===== src/rtl/fb_dirty_rearm.sv =====
module fb_dirty_rearm #(
  parameter int NPL = 8,
  parameter int DW = 24,
  parameter int IDLE_TMO = 1024
) (
  input  logic           clk,
  input  logic           rst_n,
  input  logic           enable,
  input  logic [NPL-1:0] pipe_mask,
  input  logic           inv_valid,
  input  logic [NPL-1:0] inv_mask,
  input  logic           flush_valid,
  input  logic [NPL-1:0] flush_mask,
  input  logic           ctrl_active,
  input  logic           ctrl_idle,
  input  logic [DW-1:0]  rearm_delay,
  output logic           exit_req,
  output logic           activate_req,
  output logic           idle_err
);
  localparam int TW = $clog2(IDLE_TMO + 1);

  typedef enum logic [1:0] {S_OFF, S_DLY, S_WAIT} st_t;

  st_t            st;
  logic [NPL-1:0] busy;
  logic           en_q;
  logic [DW-1:0]  dcnt;
  logic [TW-1:0]  tcnt;

  logic [NPL-1:0] inv_m, fl_m, busy_nx;
  logic           start, en_rise;

  assign inv_m   = (enable && inv_valid)   ? (inv_mask & pipe_mask)   : '0;
  assign fl_m    = (enable && flush_valid) ? (flush_mask & pipe_mask) : '0;
  assign busy_nx = (busy | inv_m) & ~fl_m;
  assign en_rise = enable && !en_q;
  assign start   = enable && flush_valid && !ctrl_active && (busy_nx == '0) && (st == S_OFF);

  always_ff @(posedge clk) begin
    if (!rst_n) begin
      st           <= S_OFF;
      busy         <= '0;
      en_q         <= 1'b0;
      dcnt         <= '0;
      tcnt         <= '0;
      exit_req     <= 1'b0;
      activate_req <= 1'b0;
      idle_err     <= 1'b0;
    end else begin
      en_q         <= enable;
      exit_req     <= (|inv_m) || (|fl_m);
      activate_req <= 1'b0;
      if (en_rise) begin
        busy     <= '0;
        idle_err <= 1'b0;
        st       <= S_OFF;
      end else if (!enable) begin
        st <= S_OFF;
      end else begin
        busy <= busy_nx;
        case (st)
          S_OFF: if (start) begin
            st   <= S_DLY;
            dcnt <= rearm_delay;
          end
          S_DLY: begin
            if (dcnt != '0) dcnt <= dcnt - 1'b1;
            else if (busy_nx == '0) begin
              st   <= S_WAIT;
              tcnt <= '0;
            end else st <= S_OFF;
          end
          S_WAIT: begin
            if (ctrl_idle) begin
              activate_req <= 1'b1;
              st           <= S_OFF;
            end else if (tcnt == TW'(IDLE_TMO - 1)) begin
              idle_err <= 1'b1;
              st       <= S_OFF;
            end else tcnt <= tcnt + 1'b1;
          end
          default: st <= S_OFF;
        endcase
      end
    end
  end

  a_r9_act_pulse: assert property (@(posedge clk) disable iff (!rst_n)
    activate_req |=> !activate_req);

  a_r9_act_after_idle: assert property (@(posedge clk) disable iff (!rst_n)
    activate_req |-> ($past(ctrl_idle) && $past(enable)));

  a_r7_no_exit_when_off: assert property (@(posedge clk) disable iff (!rst_n)
    exit_req |-> $past(enable));

  a_r6_err_no_act: assert property (@(posedge clk) disable iff (!rst_n)
    $rose(idle_err) |-> !activate_req);

  a_r8_err_cleared: assert property (@(posedge clk) disable iff (!rst_n)
    $rose(enable) |=> !idle_err);
endmodule


===== config.mk =====
export PLATFORM = sky130hd
export DESIGN_NAME = fb_dirty_rearm
export DESIGN_NICKNAME = d
export VERILOG_FILES = /design/src/rtl/fb_dirty_rearm.sv
export SDC_FILE = /design/constraint.sdc
export NUM_CORES = 1
export LEC_CHECK = 0
export ABC_AREA = 1
export BUFFER_PORTS_ARGS = -buffer_cell sky130_fd_sc_hd__buf_4
export CAP_MARGIN = 5
export CORE_ASPECT_RATIO = 0.75
export CORE_UTILIZATION = 40
export CTS_CLUSTER_DIAMETER = 120
export DETAILED_ROUTE_END_ITERATION = 8
export HOLD_SLACK_MARGIN = 0.06
export SLEW_MARGIN = 10
export SYNTH_ARGS = -nofsm -noshare
export SYNTH_HDL_FRONTEND = slang
export SYNTH_SLANG_ARGS = --single-unit

===== constraint.sdc =====
create_clock -name clk -period 1.8 [get_ports clk]
set_input_delay 0.36 -clock clk [delete_from_list [all_inputs] [get_ports clk]]
set_output_delay 0.36 -clock clk [all_outputs]
set_load 0.01 [all_outputs]

==> results of run 1 <==
critical path: stages (launching register included):
cell	delay [ps]
dfxtp_2	350
inv_2	70
ha_1	160
nand3_1	80
nor2_1	170
nand3_2	150
o21ai_2	200
nor2_4	90
buf_4	190
a21oi_1	150
nor2_1	50
cells in the mapped netlist, drive strengths merged, types with 2 or more instances:
cell type | instances | area, um^2
clkbuf | 6 | 22.52
clkinv | 3 | 16.27
inv | 42 | 157.7
xnor2 | 3 | 26.28
or2 | 3 | 18.77
o21ai | 18 | 105.1
nor2 | 102 | 402.9
nand4 | 7 | 43.79
nand2 | 160 | 635.6
xor2 | 6 | 52.55
nor3 | 7 | 35.03
a31oi | 2 | 12.51
nand3b | 2 | 15.01
nand3 | 62 | 320.3
dfxtp | 49 | 980.9
a21oi | 39 | 206.5
buf | 12 | 90.08
ha | 3 | 37.54
o31ai | 2 | 15.01
per-stage QoR:
stage | setup slack [ps] | setup TNS [ps] | hold slack (ps) | cell area [um^2] | utilization [%]
floorplan | 180.2 | 0 | 439.0 | 3237 | -
global placement | 14.71 | 0 | 456.6 | 3976 | 50.67
detailed placement | -32.03 | -119.6 | 466.3 | 3976 | 50.67
CTS | 46.68 | 0 | 333.6 | 4093 | 52.15
global route | -72.55 | -1083 | 338.4 | 4227 | 53.86
finish | 42.21 | 0 | 337.1 | 4227 | 53.86
sequential cells by signal, summed over array words and instances, names as in the netlist:
name,cells
st,2
tcnt,11
activate_req,1
dcnt,24
idle_err,1
en_q,1
busy,8
exit_req,1
worst paths after layout:
| check | start | endpoint | slack (ps) | cells past startpoint |
|---|---|---|---|---|
| max | dcnt[0] | dcnt[10] | 40 | 10 |
| min | ctrl_idle | activate_req | 340 | 3 |
| max reg2reg | dcnt[0] | dcnt[10] | 40 | 10 |
| min reg2reg | dcnt[1] | dcnt[1] | 480 | 2 |
power groups by stage:
stage               registers [W]  clock network (W)  logic, W
finish                    0.00110           0.000844  0.000427
global placement          0.00113                  0  0.000391
detailed placement        0.00113                  0  0.000396
global route              0.00110           0.000899  0.000472
floorplan                 0.00113                  0  0.000219
CTS                       0.00110           0.000869  0.000398
area by class of cell:
cell class                      count  share of cell area [%]
Clock buffer                        5                   1.628
Inverter                           45                   4.115
Sequential cell                    49                   23.30
Timing Repair Buffer               94                   17.97
Tap cell                          105                   3.108
Clock inverter                      3                   1.125
Multi-Input combinational cell    424                   48.76
layer usage:
layer,GRT usage (%),part of all wire [%],vias to the layer above
met2,34.18,42,101
li1,-,-,1887
met3,3.020,6.1,7
met4,4.306,0.63,0
met5,0,0,-
met1,32.31,51,1629
repair_timing:
item                                    CTS  global route
gates resized for setup                   0            22
buffers inserted                          0             3
endpoints found under the setup margin    0            29
cell families (layout without fill, tap and decap cells):
group	after synthesis	in the layout
buffers and inverters	63	147
XOR/XNOR	9	9
AO/OA/AOI/OAI	66	66
adder cells (fa/ha/maj)	3	3
AND/OR/NAND/NOR	344	346
flip-flops	49	49
==> metrics.md, run 1 <==
| Metric | Value |
|---|---|
| Tightest Pin Transition | 502.8 ps |
| Commonest cells after routing, fill and taps aside | nand2_1 (153), nor2_1 (91), buf_4 (89), nand3_1 (59), dfxtp_1 (46) |
| Pwr per Cell Area | roughly 560 mW/mm^2 |
| Initial antenna violation count | 0 |
| DR WL/cell | ~13 um |
| Synth Instances | approximately 530 |
| Distinct cells, synth | 36 |
| Tcrit/Tclk final | a little over nine tenths |
| Worst path arrival time | 1970 ps |
| Filler cell count in the final layout | about 820 |
| Post-Synth XOR/XNOR Area | under 10% |
| RSZ-0062 raised after global routing | yes |
| Asr flop ratio synth | 0% |
| Area delta synth->final | 30.58% |
| Worst Setup Start Kind | flop |
| Maximum net fanout on the critical path | 13 |
| HPWL Detailed | slightly below 7000 um |
| Adder-Cell Fraction of Synth Area | 1.160% |
| Input/output buffers | 57 |
| I/O pin cnt | between 50 and 60 |
| Minimum clock period | between 1500 and 2000 ps |
| DRT Wirelength | roughly 9300 um |
| Post-Synthesis Net Count | 592 |
| Vias/cell | about 5.0 |
| Nets | slightly below 700 |
| Number of synthesized flops with an enable pin | 0 |
| Pwr Total | 0.002374 W |
| Die width | 105.9 um |
| # setup viols final | 0 |
| Sw Ratio | a little over a quarter |
| Grt ovf | 0 |
| Number of global-route vias before repair | 3155 |
| Detailed-route via count | about 3600 |
| Peak VDD IR | 442.8 uV |
| Clock sink total | slightly below 50 |
| Final ANT Viol Nets | 0 |
| Multi-input logic area | between 0.002 and 0.0025 mm^2 |
| Die footprint | ~0.0085 mm^2 |
| Root buffer cell | clkbuf_8 |
| Overall global routing resource usage | ~22% |
| Final Max Slew Viols | 0 |
| Leading cell type in the layout, fill and taps excluded | nand2_1 |
| Clk pwr share | between 30% and 40% |
| Multiplexer share of the synthesized area | 0% |
| 1st-pass router iterations | 5 |
| Row count | 28 |
| Initial Util | ~41% |
| CTS buffer count | 5 |
| DRT iter0 DRCs | between 200 and 250 |
| Layout Cells excl Fill | slightly above 700 |
| Max Clock Skew | about 8.9 ps |
| Status | finished clean |
| LEAKAGE | around 2.1 nW |
| Sequential element share of the synthesized area | around 30% |
| P_int | roughly 0.0017 W |
| Register area | ~980 um^2 |
| Fmax | 568.9 MHz |
| Seq cells post-synth | 49 |
| Max-cap violation count | 0 |
| CTS clk-pin slew, worst paths | 100 ps |
| Core Region | 0.007848 mm^2 |
| Largest net degree at the start of global routing | 29 |
| Yosys warnings | 0 |
| Sw power | approximately 0.00065 W |
| Mapped Area | approximately 0.0032 mm^2 |
| Slew margin rel. | 66.44% |
| DRC | 0 |
| Worst skew pair latency | between 300 and 400 ps |
| Antenna fix cells | 0 |
| Synth Area in Simple Gates | between 40 and 50% |
| Layout cells sized above 1 | roughly 23% |
| Chip height | ~80 um |
| Synth Area per Inst | around 6.1 um^2 |
| Gpl congestion | 0.8637 |
| Placed Instances | 712 |
| Compound-cell area share of the yosys netlist | between 10 and 15% |
| CTS tree | done |
| CP endpoint kind | flop |
| Reg power frac | between 40% and 50% |
| Hold-fix buffers, CTS | 0 |
| Main synth FF type | dfxtp_1 |
| Gate power share | between 10% and 20% |
| CP required | approximately 2000 ps |
| Global-route wire length before repair | around 15000 um |
| Largest family of logic cells by synthesized area | simple AND/OR/NAND/NOR gates |
| Hold Vio Cnt, Final | 0 |
| H-tree levels | 2 |
| Critical path class | reg2reg |
| Worst min path class | in2reg |
| CTS max path bufs | 2 |
Power figures use the tool's default switching activity.
==> run 2, diff against run 1 <==
==> constraint.sdc (replaced) <==
create_clock -name clk -period 1.7 [get_ports clk]
set_input_delay 0.34 -clock clk [delete_from_list [all_inputs] [get_ports clk]]
set_output_delay 0.34 -clock clk [all_outputs]
set_load 0.01 [all_outputs]
==> run 2 against run 1 <==
  * First-iteration DRC count shrank 28%
  * Global-route usage rose by 0.053 points
  * Critical path depth rose by 1
  * Critical endpoint is now tcnt[9]
  * Final area increased by 2.5%
  * Maximum frequency increased by 4.0%
==> metrics.md, run 2 (synthesis gave the netlist of run 1 again) <==
| Metric | Value |
|---|---|
| Gate power share | 19.4% |
| CTS max path bufs | 2 |
| Filler cell count in the final layout | roughly 800 |
| Placement Setup Slack | -104.9 ps |
| Initial Util | between 40% and 50% |
| Clk pwr share | a little under a third |
| Area delta synth->final | 33.78% |
| I/O pin cnt | between 50 and 60 |
| Placed inst area | between 0.004 and 0.005 mm^2 |
| Sw Ratio | a little under 30% |
| Fmax | 591.5 MHz |
| CTS tree | done |
| Input/output buffers | 57 |
| RSZ-0062 raised after global routing | yes |
| P_int | between 0.0015 and 0.002 W |
| Slowest cell delay on critical path | between 300 and 400 ps |
| Tightest Pin Transition | a little under 400 ps |
| CP required | 1920 ps |
| Chip height | around 80 um |
| Nets | just under 700 |
| Commonest cells after routing, fill and taps aside | nand2_1 (149), buf_4 (92), nor2_1 (84), nand3_1 (51), dfxtp_1 (45) |
| Worst Setup Start Kind | flop |
| Vias/cell | 4.934 |
| CTS buffer count | 5 |
| Peak VDD IR | 295.9 uV |
| Status | finished clean |
| Hold Vio Cnt, Final | 0 |
| Max reg flops | 24 |
| Critical path class | reg2reg |
| Max-cap violation count | 0 |
| Largest registers | dcnt (24), tcnt (11), busy (8) |
| Hold-fix buffers, CTS | 0 |
| Core Region | a little under 0.008 mm^2 |
| Design area | 0.004330 mm^2 |
| Final worst setup slack | 9.303 ps |
| H-tree levels | 2 |
| Worst path cell trace | inv_4 -> ha_4 -> nand3_2 -> nor2_2 -> nand3_2 -> buf_6 -> a21oi_4 -> buf_6 -> nand3_1 -> nand2_1 -> nor2_1 |
| Max Clock Skew | 5.080 ps |
| Number of global-route vias before repair | 3160 |
| Clock sink total | 49 |
| HPWL Detailed | around 6700 um |
| Slew margin rel. | roughly three quarters |
| Pwr per Cell Area | 542.4 mW/mm^2 |
| Hold_ws | approximately 310 ps |
| Detailed-route via count | roughly 3600 |
| Final ANT Viol Nets | 0 |
| Gpl congestion | 0.8896 |
| Sw power | between 0.0006 and 0.0007 W |
| Die width | approximately 110 um |
| Multi-input logic area | about 0.0021 mm^2 |
| Antenna fix cells | 0 |
| DR WL/cell | 12.72 um |
| Leading cell type in the layout, fill and taps excluded | nand2_1 |
| Maximum net fanout on the critical path | 6 |
| Root buffer cell | clkbuf_8 |
| LEAKAGE | 2.074 nW |
| Layout cells sized above 1 | 27.61% |
| Initial antenna violation count | 0 |
| Row count | 28 |
| Overall global routing resource usage | 22.07% |
| # setup viols final | 0 |
| Register area | 988.4 um^2 |
| Reg power frac | about 50% |
| 1st-pass router iterations | 4 |
| Final Max Slew Viols | 0 |
| Slowest-stage cell, CP | dfxtp_2 |
| DRT Wirelength | 9263 um |
| Die footprint | 0.008460 mm^2 |
| DRT iter0 DRCs | 176 |
| Worst min path class | in2reg |
| CTS clk-pin slew, worst paths | approximately 100 ps |
| CP endpoint kind | flop |
| Global-route wire length before repair | ~15000 um |
| Worst skew pair latency | 320 ps |
| Worst path arrival time | ~1900 ps |
| Minimum clock period | 1691 ps |
| Largest net degree at the start of global routing | 27 |
| Tcrit/Tclk final | between 90% and 100% |
| Biggest register | dcnt |
| Grt ovf | 0 |
| DRC | 0 |
[run 2: changes by cell type in the layout (fill, tap and decap cells not counted), sizes merged]
cell	previous run	this run
buf	94	99
bufinv	1	0
clkbuf	5	6
clkinvlp	0	2
inv	44	42
nand2	162	160
[run 2: worst paths after layout]
check                  from            to  slack, ps  depth (start not counted)
setup / recovery    dcnt[1]       tcnt[9]          9                         11
hold / removal    ctrl_idle  activate_req        310                          3
setup reg to reg    dcnt[1]       tcnt[9]          9                         11
hold reg to reg    idle_err      idle_err        480                          2
[run 2: layer usage]
metal  wire (um)  GRT usage (%)
met5           0              0
met3         384          3.020
met2        3930          33.59
met4          66          5.417
met1        4880          32.46
[run 2: what timing repair did]
action                                  4_1_cts  5_1_grt
hold endpoints to repair                      0        0
buffers inserted                              0        1
gates resized for setup                       1       57
endpoints found under the setup margin        3       38
pin swaps                                     1       17
[run 2: per-stage QoR]
stage                     utilization (%)  power, W  std cells  setup TNS [ps]
final                               55.18  0.002349        728               0
after global routing                55.18  0.002467        728          -470.0
after CTS                           52.49  0.002350        727               0
after detailed placement            51.34  0.001621        719           -1862
after global placement              51.34  0.001619        719          -63.73
after floorplan                         -  0.001426        534               0
[run 2: layout make-up]
| class | count | share of cell area (%) |
|---|---|---|
| multi-input combinational | 422 | 49.61 |
| timing repair buffer | 99 | 18.38 |
| inverter | 45 | 4.132 |
| clock inverter | 2 | 0.3467 |
| clock buffer | 6 | 1.676 |
| tap | 105 | 3.034 |
| sequential | 49 | 22.83 |
[run 2: critical path, delay by kind of cell, from the launching register on]
kind	cells	cell delay (ps)
AND/OR/NAND/NOR	6	490
buffers and inverters	3	390
flip-flops	1	350
AO/OA/AOI/OAI	1	230
adder cells (fa/ha/maj)	1	130
[run 2: power groups by stage]
stage	combinational, W	sequential (W)	clock (W)
3_3_place_gp	0.000426	0.00119	0
4_1_cts	0.000431	0.00117	0.000753
3_5_place_dp	0.000428	0.00119	0
5_1_grt	0.000502	0.00117	0.000797
2_1_floorplan	0.000232	0.00119	0
6_report	0.000456	0.00117	0.000727
==> run 3, diff against run 2 <==
--- a/config.mk
+++ b/config.mk
@@ -13,6 +13,7 @@
 export CTS_CLUSTER_DIAMETER = 120
 export DETAILED_ROUTE_END_ITERATION = 8
 export HOLD_SLACK_MARGIN = 0.06
+export RECOVER_POWER = 50
 export SLEW_MARGIN = 10
 export SYNTH_ARGS = -nofsm -noshare
 export SYNTH_HDL_FRONTEND = slang
==> run 3 against run 2 <==
  * Highest routed layer unchanged
  * Critical path type unchanged
  * Global-route usage unchanged
  * Non-clock buffer count did not move
  * Combinational power about the same
==> metrics.md, run 3 (synthesis gave the netlist of run 1 again) <==
| Metric | Value |
|---|---|
| Status | finished clean |
| Worst min path class | in2reg |
| Maximum net fanout on the critical path | 6 |
| RSZ-0062 raised after global routing | yes |
| Vias/cell | 4.938 |
| Sw Ratio | between 20% and 30% |
| Initial Util | around 41% |
| DR WL/cell | between 10 and 15 um |
| 1st-pass router iterations | 4 |
| CTS buffer count | 5 |
| Nets | 680 |
| Filler cell count in the final layout | a little over 800 |
| Worst skew pair latency | about 320 ps |
| Critical path class | reg2reg |
| Area delta synth->final | 33.44% |
| Root buffer cell | clkbuf_8 |
| Fmax | approximately 590 MHz |
| Minimum clock period | 1691 ps |
| Final Max Slew Viols | 0 |
| DRT Wirelength | between 9000 and 10000 um |
| CP required | approximately 1900 ps |
| H-tree levels | 2 |
| Overall global routing resource usage | 22.07% |
| Detailed-route via count | between 3000 and 4000 |
| Worst Setup Start Kind | flop |
| HPWL Detailed | just under 7000 um |
| TNS Setup | 0 ps |
| Biggest register | dcnt |
| # setup viols final | 0 |
| Peak VDD IR | just under 300 uV |
| Clock sink total | around 50 |
| CP delay by family, top | simple AND/OR/NAND/NOR gates |
| Placed inst area | approximately 0.0040 mm^2 |
| Gpl congestion | 0.8896 |
| Hold-fix buffers, CTS | 0 |
| Largest net degree at the start of global routing | 27 |
| Leading cell type in the layout, fill and taps excluded | nand2_1 |
| Max Clock Skew | 5.080 ps |
| Final ANT Viol Nets | 0 |
| Grt ovf | 0 |
| Row count | 28 |
| Design area | approximately 0.0043 mm^2 |
| CP endpoint kind | flop |
| Largest registers | dcnt (24), tcnt (11), busy (8) |
| Hold Vio Cnt, Final | 0 |
| Final Core Density | between 50 and 60% |
| CP Buf/Inv Count | 3 |
| Reg power frac | 49.7% |
| Pwr per Cell Area | between 500 and 600 mW/mm^2 |
| I/O pin cnt | 58 |
| Core Region | 0.007848 mm^2 |
| Layout cells sized above 1 | 27.13% |
| DRC | 0 |
| Worst path arrival time | about 1900 ps |
| P_int | around 0.0017 W |
| Worst path cell trace | inv_4 -> ha_4 -> nand3_2 -> nor2_2 -> nand3_2 -> buf_6 -> a21oi_4 -> buf_6 -> nand3_1 -> nand2_1 -> nor2_1 |
| Global-route wire length before repair | roughly 15000 um |
| Die width | between 100 and 150 um |
| Clk pwr share | 31.0% |
| Tcrit/Tclk final | 99.45% |
| DRT iter0 DRCs | ~180 |
| Tightest Pin Transition | ~390 ps |
| Gate power share | around a fifth |
| Initial antenna violation count | 0 |
| Pwr Total | roughly 0.0023 W |
| Commonest cells after routing, fill and taps aside | nand2_1 (149), buf_4 (89), nor2_1 (84), nand3_1 (51), dfxtp_1 (45) |
| Die footprint | about 0.0085 mm^2 |
| Input/output buffers | 57 |
| Placement Setup Slack | -104.9 ps |
| CTS tree | done |
| Final worst setup slack | ~9.3 ps |
| Antenna fix cells | 0 |
| CTS max path bufs | 2 |
| Max-cap violation count | 0 |
| LEAKAGE | approximately 2.1 nW |
| Max reg flops | 24 |
| Slew margin rel. | between 70 and 80% |
| Slowest cell delay on critical path | between 300 and 400 ps |
| Sw power | between 0.0006 and 0.0007 W |
| Chip height | about 80 um |
| Number of global-route vias before repair | between 3000 and 4000 |
| CTS clk-pin slew, worst paths | approximately 100 ps |
| Slowest-stage cell, CP | dfxtp_2 |
## run 3: power by group through the flow
stage               Clock [W]  Combinational, W  Sequential (W)
finish               0.000727          0.000454         0.00117
global route         0.000797          0.000500         0.00117
CTS                  0.000753          0.000431         0.00117
detailed placement          0          0.000428         0.00119
global placement            0          0.000426         0.00119
floorplan                   0          0.000232         0.00119
## run 3: cell type report
| class | count | area, um^2 | share of cell area (%) |
|---|---|---|---|
| Clock buffer | 6 | 72.57 | 1.680 |
| Clock inverter | 2 | 15.01 | 0.3476 |
| Inverter | 45 | 178.9 | 4.143 |
| Multi-Input combinational cell | 422 | 2148 | 49.74 |
| Sequential cell | 49 | 988.4 | 22.89 |
| Tap cell | 105 | 131.4 | 3.042 |
| Timing Repair Buffer | 99 | 784.5 | 18.16 |
## run 3: path summary, 6_finish.rpt
check / from / end / slack [ps] / depth (start not counted)
setup / recovery: dcnt[1] / tcnt[9] / 9 / 11
hold / removal: ctrl_idle / activate_req / 310 / 3
setup reg to reg: dcnt[1] / tcnt[9] / 9 / 11
hold reg to reg: idle_err / idle_err / 480 / 2
## run 3: routing by layer
layer | wire length (um) | up-vias | GRT usage (%)
met4 | 66 | 0 | 5.417
met2 | 3927 | 75 | 33.59
met3 | 391 | 6 | 3.020
li1 | - | 1896 | -
met1 | 4877 | 1618 | 32.46
met5 | 0 | - | 0
## run 3: per-stage QoR
stage	instances	hold WS, ps
after floorplan	534	439.0
after global placement	719	465.6
after detailed placement	719	455.7
after CTS	727	308.4
after global routing	728	317.6
final	728	312.2
## run 3: what timing repair did
| action | in CTS | in global routing |
|---|---|---|
| resized for setup | 1 | 57 |
| pin swaps | 1 | 17 |
| endpoints found under the setup margin | 3 | 38 |
| setup buffers | 0 | 1 |
## run 3: worst register-to-register path, stage by stage, from the launching register on
cell,delay (ps)
dfxtp_2,350
inv_4,80
ha_4,140
nand3_2,80
nor2_2,140
nand3_2,100
buf_6,140
a21oi_4,230
buf_6,170
nand3_1,80
nand2_1,60
nor2_1,40
